==> config.mk <==
export PLATFORM = sky130hd
export DESIGN_NAME = cdiv_bank
export DESIGN_NICKNAME = d
export VERILOG_FILES = /design/src/rtl/cdiv_pkg.sv /design/src/rtl/cdiv_regs.sv /design/src/rtl/cdiv_stage.sv /design/src/rtl/cdiv_bank.sv
export SDC_FILE = /design/constraint.sdc
export NUM_CORES = 1
export LEC_CHECK = 0
export BUFFER_PORTS_ARGS = -buffer_cell sky130_fd_sc_hd__clkbuf_2
export CORE_ASPECT_RATIO = 0.8
export CORE_UTILIZATION = 54
export CTS_CLUSTER_DIAMETER = 150
export DETAILED_ROUTE_END_ITERATION = 6
export GPL_TIMING_DRIVEN = 0
export PLACE_DENSITY = 0.84
export SETUP_SLACK_MARGIN = 0.4
export SLEW_MARGIN = 25
export SYNTH_ARGS = -nofsm -noshare
export SYNTH_HDL_FRONTEND = slang
export SYNTH_SLANG_ARGS = --single-unit
==> constraint.sdc <==
create_clock -name clk_i -period 3.8 [get_ports clk_i]
set_input_delay 0.38 -clock clk_i [delete_from_list [all_inputs] [get_ports clk_i]]
set_output_delay 0.38 -clock clk_i [all_outputs]
set_load 0.005 [all_outputs]
==> src/rtl/cdiv_pkg.sv <==
package cdiv_pkg;
  localparam int NUM_DIV = 4;
  localparam int STRIDE  = 4;

  // stage index = field slot; slot lsb = index*STRIDE
  localparam int DIV_CORE = 0;
  localparam int DIV_BRG  = 1;
  localparam int DIV_HBUS = 2;
  localparam int DIV_PBUS = 3;

  localparam logic ADDR_CTRL = 1'b0;
  localparam logic ADDR_STAT = 1'b1;

  function automatic logic [31:0] ctrl_mask(input int rw);
    logic [31:0] m;
    m = '0;
    for (int i = 0; i < NUM_DIV; i++)
      for (int b = 0; b < rw; b++) m[i*STRIDE+b] = 1'b1;
    return m;
  endfunction

  function automatic logic [31:0] stat_mask();
    logic [31:0] m;
    m = '0;
    for (int i = 0; i < NUM_DIV; i++) m[i*STRIDE] = 1'b1;
    return m;
  endfunction
endpackage

==> src/rtl/cdiv_regs.sv <==
module cdiv_regs
  import cdiv_pkg::*;
#(
  parameter int RATIO_W = 3,
  parameter int DATA_W  = 32
) (
  input  logic                             clk_i,
  input  logic                             rst_ni,
  input  logic                             we_i,
  input  logic                             addr_i,
  input  logic [DATA_W-1:0]                wdata_i,
  input  logic [NUM_DIV-1:0]               busy_i,
  output logic [NUM_DIV-1:0][RATIO_W-1:0]  ratio_o,
  output logic [NUM_DIV-1:0]               req_o,
  output logic [DATA_W-1:0]                rdata_o
);
  logic [NUM_DIV-1:0][RATIO_W-1:0] ratio_q;
  logic [NUM_DIV-1:0][RATIO_W-1:0] fld;
  logic [DATA_W-1:0]               ctrl_img, stat_img;
  logic                            wr_ctrl;
  logic                            unused_wdata;

  assign wr_ctrl      = we_i && (addr_i == ADDR_CTRL);
  assign unused_wdata = ^wdata_i;

  for (genvar g = 0; g < NUM_DIV; g++) begin : g_fld
    assign fld[g]   = wdata_i[g*STRIDE +: RATIO_W];
    assign req_o[g] = wr_ctrl && (fld[g] != ratio_q[g]);
  end

  always_ff @(posedge clk_i or negedge rst_ni) begin
    if (!rst_ni) ratio_q <= '0;
    else if (wr_ctrl) ratio_q <= fld;
  end

  always_comb begin
    ctrl_img = '0;
    stat_img = '0;
    for (int i = 0; i < NUM_DIV; i++) begin
      ctrl_img[i*STRIDE +: RATIO_W] = ratio_q[i];
      stat_img[i*STRIDE]            = busy_i[i];
    end
  end

  assign rdata_o = (addr_i == ADDR_STAT) ? stat_img : ctrl_img;
  assign ratio_o = ratio_q;
endmodule

==> src/rtl/cdiv_stage.sv <==
module cdiv_stage #(
  parameter int RATIO_W = 3
) (
  input  logic               clk_i,
  input  logic               rst_ni,
  input  logic               tick_i,
  input  logic [RATIO_W-1:0] ratio_i,
  input  logic               req_i,
  output logic               en_o,
  output logic               busy_o
);
  logic [RATIO_W-1:0] cnt_q, act_q;
  logic               pend_q, armed_q, wrap;

  assign wrap   = (cnt_q == act_q);
  assign en_o   = tick_i && wrap;
  assign busy_o = pend_q || armed_q;

  always_ff @(posedge clk_i or negedge rst_ni) begin
    if (!rst_ni) begin
      cnt_q   <= '0;
      act_q   <= '0;
      pend_q  <= 1'b0;
      armed_q <= 1'b0;
    end else begin
      if (tick_i) cnt_q <= wrap ? '0 : cnt_q + 1'b1;
      // ratio swap only at period end
      if (en_o && pend_q) act_q <= ratio_i;
      if (req_i)     pend_q <= 1'b1;
      else if (en_o) pend_q <= 1'b0;
      // armed: first period under new ratio in progress
      if (en_o) armed_q <= pend_q;
    end
  end
endmodule

==> src/rtl/cdiv_bank.sv <==
module cdiv_bank
  import cdiv_pkg::*;
#(
  parameter int RATIO_W = 3,   // must stay below STRIDE
  parameter int DATA_W  = 32
) (
  input  logic              clk_i,
  input  logic              rst_ni,
  input  logic              we_i,
  input  logic              addr_i,
  input  logic [DATA_W-1:0] wdata_i,
  output logic [DATA_W-1:0] rdata_o,
  output logic              core_en_o,
  output logic              brg_en_o,
  output logic              hbus_en_o,
  output logic              pbus_en_o
);
  logic [NUM_DIV-1:0][RATIO_W-1:0] ratio;
  logic [NUM_DIV-1:0]              req;
  logic [NUM_DIV-1:0]              busy;
  logic core_en, brg_en, hbus_en, pbus_en;
  logic core_busy, brg_busy, hbus_busy, pbus_busy;

  assign busy = {pbus_busy, hbus_busy, brg_busy, core_busy};

  cdiv_regs #(.RATIO_W(RATIO_W), .DATA_W(DATA_W)) u_regs (
    .clk_i, .rst_ni, .we_i, .addr_i, .wdata_i,
    .busy_i (busy),
    .ratio_o(ratio),
    .req_o  (req),
    .rdata_o
  );

  cdiv_stage #(.RATIO_W(RATIO_W)) u_core (
    .clk_i, .rst_ni, .tick_i(1'b1),
    .ratio_i(ratio[DIV_CORE]), .req_i(req[DIV_CORE]),
    .en_o(core_en), .busy_o(core_busy)
  );

  cdiv_stage #(.RATIO_W(RATIO_W)) u_brg (
    .clk_i, .rst_ni, .tick_i(1'b1),
    .ratio_i(ratio[DIV_BRG]), .req_i(req[DIV_BRG]),
    .en_o(brg_en), .busy_o(brg_busy)
  );

  cdiv_stage #(.RATIO_W(RATIO_W)) u_hbus (
    .clk_i, .rst_ni, .tick_i(core_en),
    .ratio_i(ratio[DIV_HBUS]), .req_i(req[DIV_HBUS]),
    .en_o(hbus_en), .busy_o(hbus_busy)
  );

  cdiv_stage #(.RATIO_W(RATIO_W)) u_pbus (
    .clk_i, .rst_ni, .tick_i(hbus_en),
    .ratio_i(ratio[DIV_PBUS]), .req_i(req[DIV_PBUS]),
    .en_o(pbus_en), .busy_o(pbus_busy)
  );

  assign core_en_o = core_en;
  assign brg_en_o  = brg_en;
  assign hbus_en_o = hbus_en;
  assign pbus_en_o = pbus_en;
endmodule

After elaboration in Yosys (flattened, before gate mapping)

Cells that the tools add are included.
W data, S select, Z words.

Muxes and demuxes: 13
Equality and inequality tests: 8
$add $sub $neg: 4
Reductions and logical operators: 19
Bitwise logic cells: 1

Operator list:

| operator              | count |
|---|---|
| $mux W15              | 1 |
| $add A3 B1 Y3 const B | 4 |
| $eq A3 B3 Y1          | 4 |
| $mux W3               | 4 |
| $ne A3 B3 Y1          | 4 |
| $logic_and A1 B1 Y1   | 11 |
| $mux W1               | 8 |
| $reduce_bool A2 Y1    | 4 |
| $logic_or A1 B1 Y1    | 4 |
| $not A1 Y1            | 1 |

Flip-flop bits (word level): 44
Output and inout port bits: 36
Logic and storage cells: 65
Bits of input ports: 36

Logic depth before layout (Yosys ltp)

Word-level depth: 5
Mapped depth: 5
Depth with buffers taken out: 5

Hierarchy

Synthesis repeated with hierarchy kept, for this count alone.

Cells, all modules: 194
Area, all modules: 2473.6 um^2

By module, submodules not included:

| module     | cells each | seq. area each (um^2) | area each (um^2) | times used |
|---|---|---|---|---|
| cdiv_stage | 29         | 200.2                 | 396.6            | 4 |
| cdiv_regs  | 77         | 300.3                 | 883.3            | 1 |
| cdiv_bank  | 1          | 0.0                   | 3.8              | 1 |

Worst setup path before layout

OpenSTA, ideal clock, no wires.

Path kind: flip-flop to flip-flop
Start: reg u_hbus.cnt_q[0]
End: reg u_pbus.act_q[0]
Path buffers: 0
Setup slack: 2.319 ns
Cell stages (with the launch flop): 5
Clock period less this slack: 1.481 ns
Required time: 3.675 ns
Arrival: 1.356 ns
Cells stage by stage: dfrtp_1 xor2_1 nor3_4 nand4_1 mux2_2

Word-level cells in the longest chain between the ends: 4

RTL lines:

| what                             | line             | source |
|---|---|---|
| start: declaration               | cdiv_stage.sv:12 | `logic [RATIO_W-1:0] cnt_q, act_q;` |
| start signal: assignment         | cdiv_stage.sv:26 | `if (tick_i) cnt_q <= wrap ? '0 : cnt_q + 1'b1;` |
| $eq A3 B3 Y1                     | cdiv_stage.sv:15 | `assign wrap = (cnt_q == act_q);` |
| $logic_and A1 B1 Y1 (2 in a row) | cdiv_stage.sv:16 | `assign en_o = tick_i && wrap;` |
| $logic_and A1 B1 Y1              | cdiv_stage.sv:28 | `if (en_o && pend_q) act_q <= ratio_i;` |
| end signal: assignment           | cdiv_stage.sv:28 |  |
| end: declaration                 | cdiv_stage.sv:12 |  |

Every way passes these cells.
A chain may end at the register's enable or synchronous reset.

Worst setup path in the final report

Start: reg u_core.cnt_q[2]
End: out core_en_o

Word-level cells in the longest chain between the ends: 1

RTL lines:

| what                     | line             | source |
|---|---|---|
| start: declaration       | cdiv_stage.sv:12 |  |
| start signal: assignment | cdiv_stage.sv:26 |  |
| $eq A3 B3 Y1             | cdiv_stage.sv:15 |  |
| end: declaration         | cdiv_bank.sv:13  | `output logic core_en_o,` |

Every way passes these cells.

==> impl_metrics.tcl <==
set metrics [dict create \
    reg2reg_from "u_core.cnt_q[2]$_DFF_PN0_" \
    setup.worst_path.start "u_core.cnt_q[2]$_DFF_PN0_" \
    slowest_delay_ps 420 \
    clk_pin_slew_ps 80 \
    ctsHtreeMaxLevel 2 \
    timing.fmax_mhz 472 \
    synth-adder-area-share_pct 2.24 \
    gpl.final_weighted_congestion 0.721 \
    vias_per_cell 4.97 \
    synthCells 194 \
    rsz0062_at_grt "no" \
    synthesized_cell_area_mm2 0.00224 \
    final_nets 291 \
    drive_gt1_share_pct 35.3 \
    avgRoutedWirePerCell_um 12.5 \
    path_cells "xor2_1, nor3_4, buf_2, clkbuf_2" \
    finalInstanceArea_mm2 0.00263 \
    floorplan.core_area_mm2 0.00388 \
    setup_viol_count_final 0 \
    maximum_number_of_pins_on_one_net_before_global_route_repair 45 \
    detailedRoute.firstPassIterationCount 4 \
    mostFrequentLayoutCell "sky130_fd_sc_hd__dfrtp_1" \
    detailed_place_hpwl_um 2900 \
    cts_made_buffers 5 \
    timing.final.crit_share_pct 55.7 \
    critPathSlowestCell "sky130_fd_sc_hd__dfrtp_1" \
    initial_standard_cell_utilization_of_the_core_pct 57.7 \
    outcome "completed" \
    postSynth.topFlopCell "sky130_fd_sc_hd__dfrtp_1" \
    drt_first_iter_violations 66 \
    clock_insertion_delay_at_the_later_pin_of_the_skew_report_ps 300 \
    cts_tree "yes" \
    fillerInstances 301 \
    transition_time_at_the_pin_with_the_least_slew_margin_ps 584 \
    p_leak_nw 1.29 \
    cp-end-kind "primary output" \
    path_delay_family "buffers and inverters" \
    synth_cell_type_count 29 \
    final_cell_mix "sky130_fd_sc_hd__dfrtp_1, sky130_fd_sc_hd__clkbuf_2, sky130_fd_sc_hd__mux2_2, sky130_fd_sc_hd__buf_4, sky130_fd_sc_hd__conb_1" \
    drv_cap 0 \
    vdd.ir_drop.worst_v 0.000428 \
    path_class "flip-flop to primary output" \
    detailroute.via_count 1527 \
    setup_total_negative_slack_ps 0 \
    cellPowerDensity_mw_per_mm2 702 \
    drc_errors 0 \
    async_flop_share_pct 100 \
    cts_repair_resize_count 0 \
    diodes 0 \
    overall_die_area_mm2 0.00441 \
    timing.critical_path.to "core_en_o" \
    die-height_um 59.6 \
    placement.io_buffers 31 \
    part_of_the_yosys_area_used_for_sequential_elements_pct 49.2 \
    flow.area_growth_from_synthesis_pct 17.7 \
    crit_required_ps 3420 \
    largest_family_of_logic_cells_by_synthesized_area "multiplexers" \
    number_of_global_route_vias_before_repair 1422 \
    globalRouteOverflowTotal 0 \
    syn_area_per_cell_um2 11.5 \
    worst_relative_slew_slack_pct 61.1 \
    synth.area.mux_share_pct 13.0 \
    r2r.worst_path.cells 4 \
    timing.critical_path.from_type "flip-flop" \
    cts_setup_buffers 0 \
    worstPathArrival_ps 1740 \
    yosysWarningCount 0 \
    grt_first_pass_wirelength_um 6470 \
    min_path_type "input port to asynchronous set/reset pin" \
    postSynthRegisterBits 44 \
    compound_cell_area_share_of_the_yosys_netlist_pct 5.87 \
    numClockSinks 44 \
    layout_min_cycle_time_ps 2120 \
    worst-r2r-setup-slack_ps 2090 \
    std_cell_rows 20 \
    die_width_um 74.0 \
    final-hold-violation-count 0 \
    cts.path.max_buffers 2 \
    groute.usage.overall_pct 20.1 \
    placement.cell_area_mm2 0.00253 \
    critical_path.max_fanout 10 \
    finalWirelength_um 3850 \
    maxSlewViolCount 0 \
    synth_edf_count 0 \
    io_pins 72 \
    post_synth_and_or_nand_nor_area_fraction_pct 10.2 \
    worst_clock_skew_ps 7.91 \
    cp_num_cells 4 \
    grt_antenna_before_repair 0 \
    rr_endpoint "u_pbus.act_q[1]$_DFFE_PN0P_" \
    postCtsHoldBufs 0 \
    antenna_violating_nets_left 0 \
    timing.critical_path.buf_inv 2 \
    yosys.area_share.xor_xnor_pct 10.2 \
    ctsRootBufferMaster "sky130_fd_sc_hd__clkbuf_8" \
]
[logic make-up (layout without fill, tap and decap cells)]
logic type               count (synthesis)  after routing
adder cells (fa/ha/maj)                  4              4
other                                    1             20
flip-flops                              44             44
AND/OR/NAND/NOR                         39             39
XOR/XNOR                                26             26
buffers and inverters                   34             73
multiplexers                            26             26
AO/OA/AOI/OAI                           20             20
[layer usage]
| metal | global-route usage, % | vias to the layer above | wire, µm |
|---|---|---|---|
| met5 | 0 | - | 0 |
| met4 | 6.59 | 0 | 75 |
| met3 | 6.63 | 10 | 179 |
| met2 | 33.8 | 39 | 1920 |
| met1 | 24.6 | 753 | 1680 |
| li1 | - | 725 | - |
[stage by stage]
step | instances | hold slack (ps) | setup WS [ps] | power [mW] | util (%)
3_5_place_dp | 299 | 448 | 1910 | 1.55 | 65.4
5_1_grt | 307 | 145 | 1610 | 2.00 | 67.9
4_1_cts | 307 | 123 | 1690 | 1.86 | 67.9
3_3_place_gp | 299 | 474 | 1930 | 1.51 | 65.3
2_1_floorplan | 213 | 84.4 | 2320 | 1.36 | -
6_report | 307 | 102 | 1680 | 1.85 | 67.9
[area by class of cell]
| cell class | count | area, µm² | share of cell area (%) |
|---|---|---|---|
| sequential | 44 | 1100 | 41.8 |
| multi-input combinational | 135 | 1000 | 38.1 |
| buffer | 24 | 168 | 6.37 |
| timing repair buffer | 31 | 158 | 5.99 |
| clock buffer | 6 | 82.6 | 3.14 |
| tap | 55 | 68.8 | 2.61 |
| inverter | 10 | 37.5 | 1.43 |
| clock inverter | 2 | 15.0 | 0.570 |
[power breakdown]
part | total, mW | switching [mW] | leakage [nW] | internal [mW]
clock network | 0.307 | 0.160 | 0.0434 | 0.147
logic | 0.741 | 0.376 | 0.719 | 0.365
registers | 0.800 | 0.143 | 0.528 | 0.657
total | 1.85 | 0.679 | 1.29 | 1.17
[Yosys cell counts (all sizes together) (3+ instances only)]
master / count / area share (%)
buf: 22 / 7.2
dfrtp: 44 / 49
ha: 4 / 2.2
inv: 10 / 1.7
mux2: 24 / 12
nand2: 3 / 0.50
nand2b: 3 / 0.84
nand3: 6 / 1.3
nor2: 10 / 1.7
nor2b: 11 / 3.1
nor3: 3 / 1.9
o21ai: 7 / 1.6
xnor2: 11 / 4.3
xor2: 15 / 5.9
[how the worst min path moves through the flow]
stage,to,from,cells past startpoint,slack [ps]
6_report,u_hbus.act_q[2]$_DFFE_PN0P_,rst_ni,1,100
5_1_grt,u_regs.ratio_o[6]$_DFFE_PN0P_,rst_ni,1,140
4_1_cts,u_regs.ratio_o[6]$_DFFE_PN0P_,rst_ni,1,120
3_5_place_dp,u_hbus.cnt_q[1]$_DFFE_PN0N_,rst_ni,1,450
3_3_place_gp,u_core.cnt_q[0]$_DFF_PN0_,u_core.cnt_q[0]$_DFF_PN0_,1,470
2_1_floorplan,u_brg.act_q[0]$_DFFE_PN0P_,rst_ni,0,80
[flip-flops by register name (all words and copies together), names as in the netlist, 3 cells and up]
register        flops
u_brg.cnt_q         3
u_pbus.act_q        3
u_core.act_q        3
u_hbus.act_q        3
u_brg.act_q         3
u_regs.ratio_o     12
u_pbus.cnt_q        3
u_core.cnt_q        3
u_hbus.cnt_q        3
(Power assumes the default switching activity.)
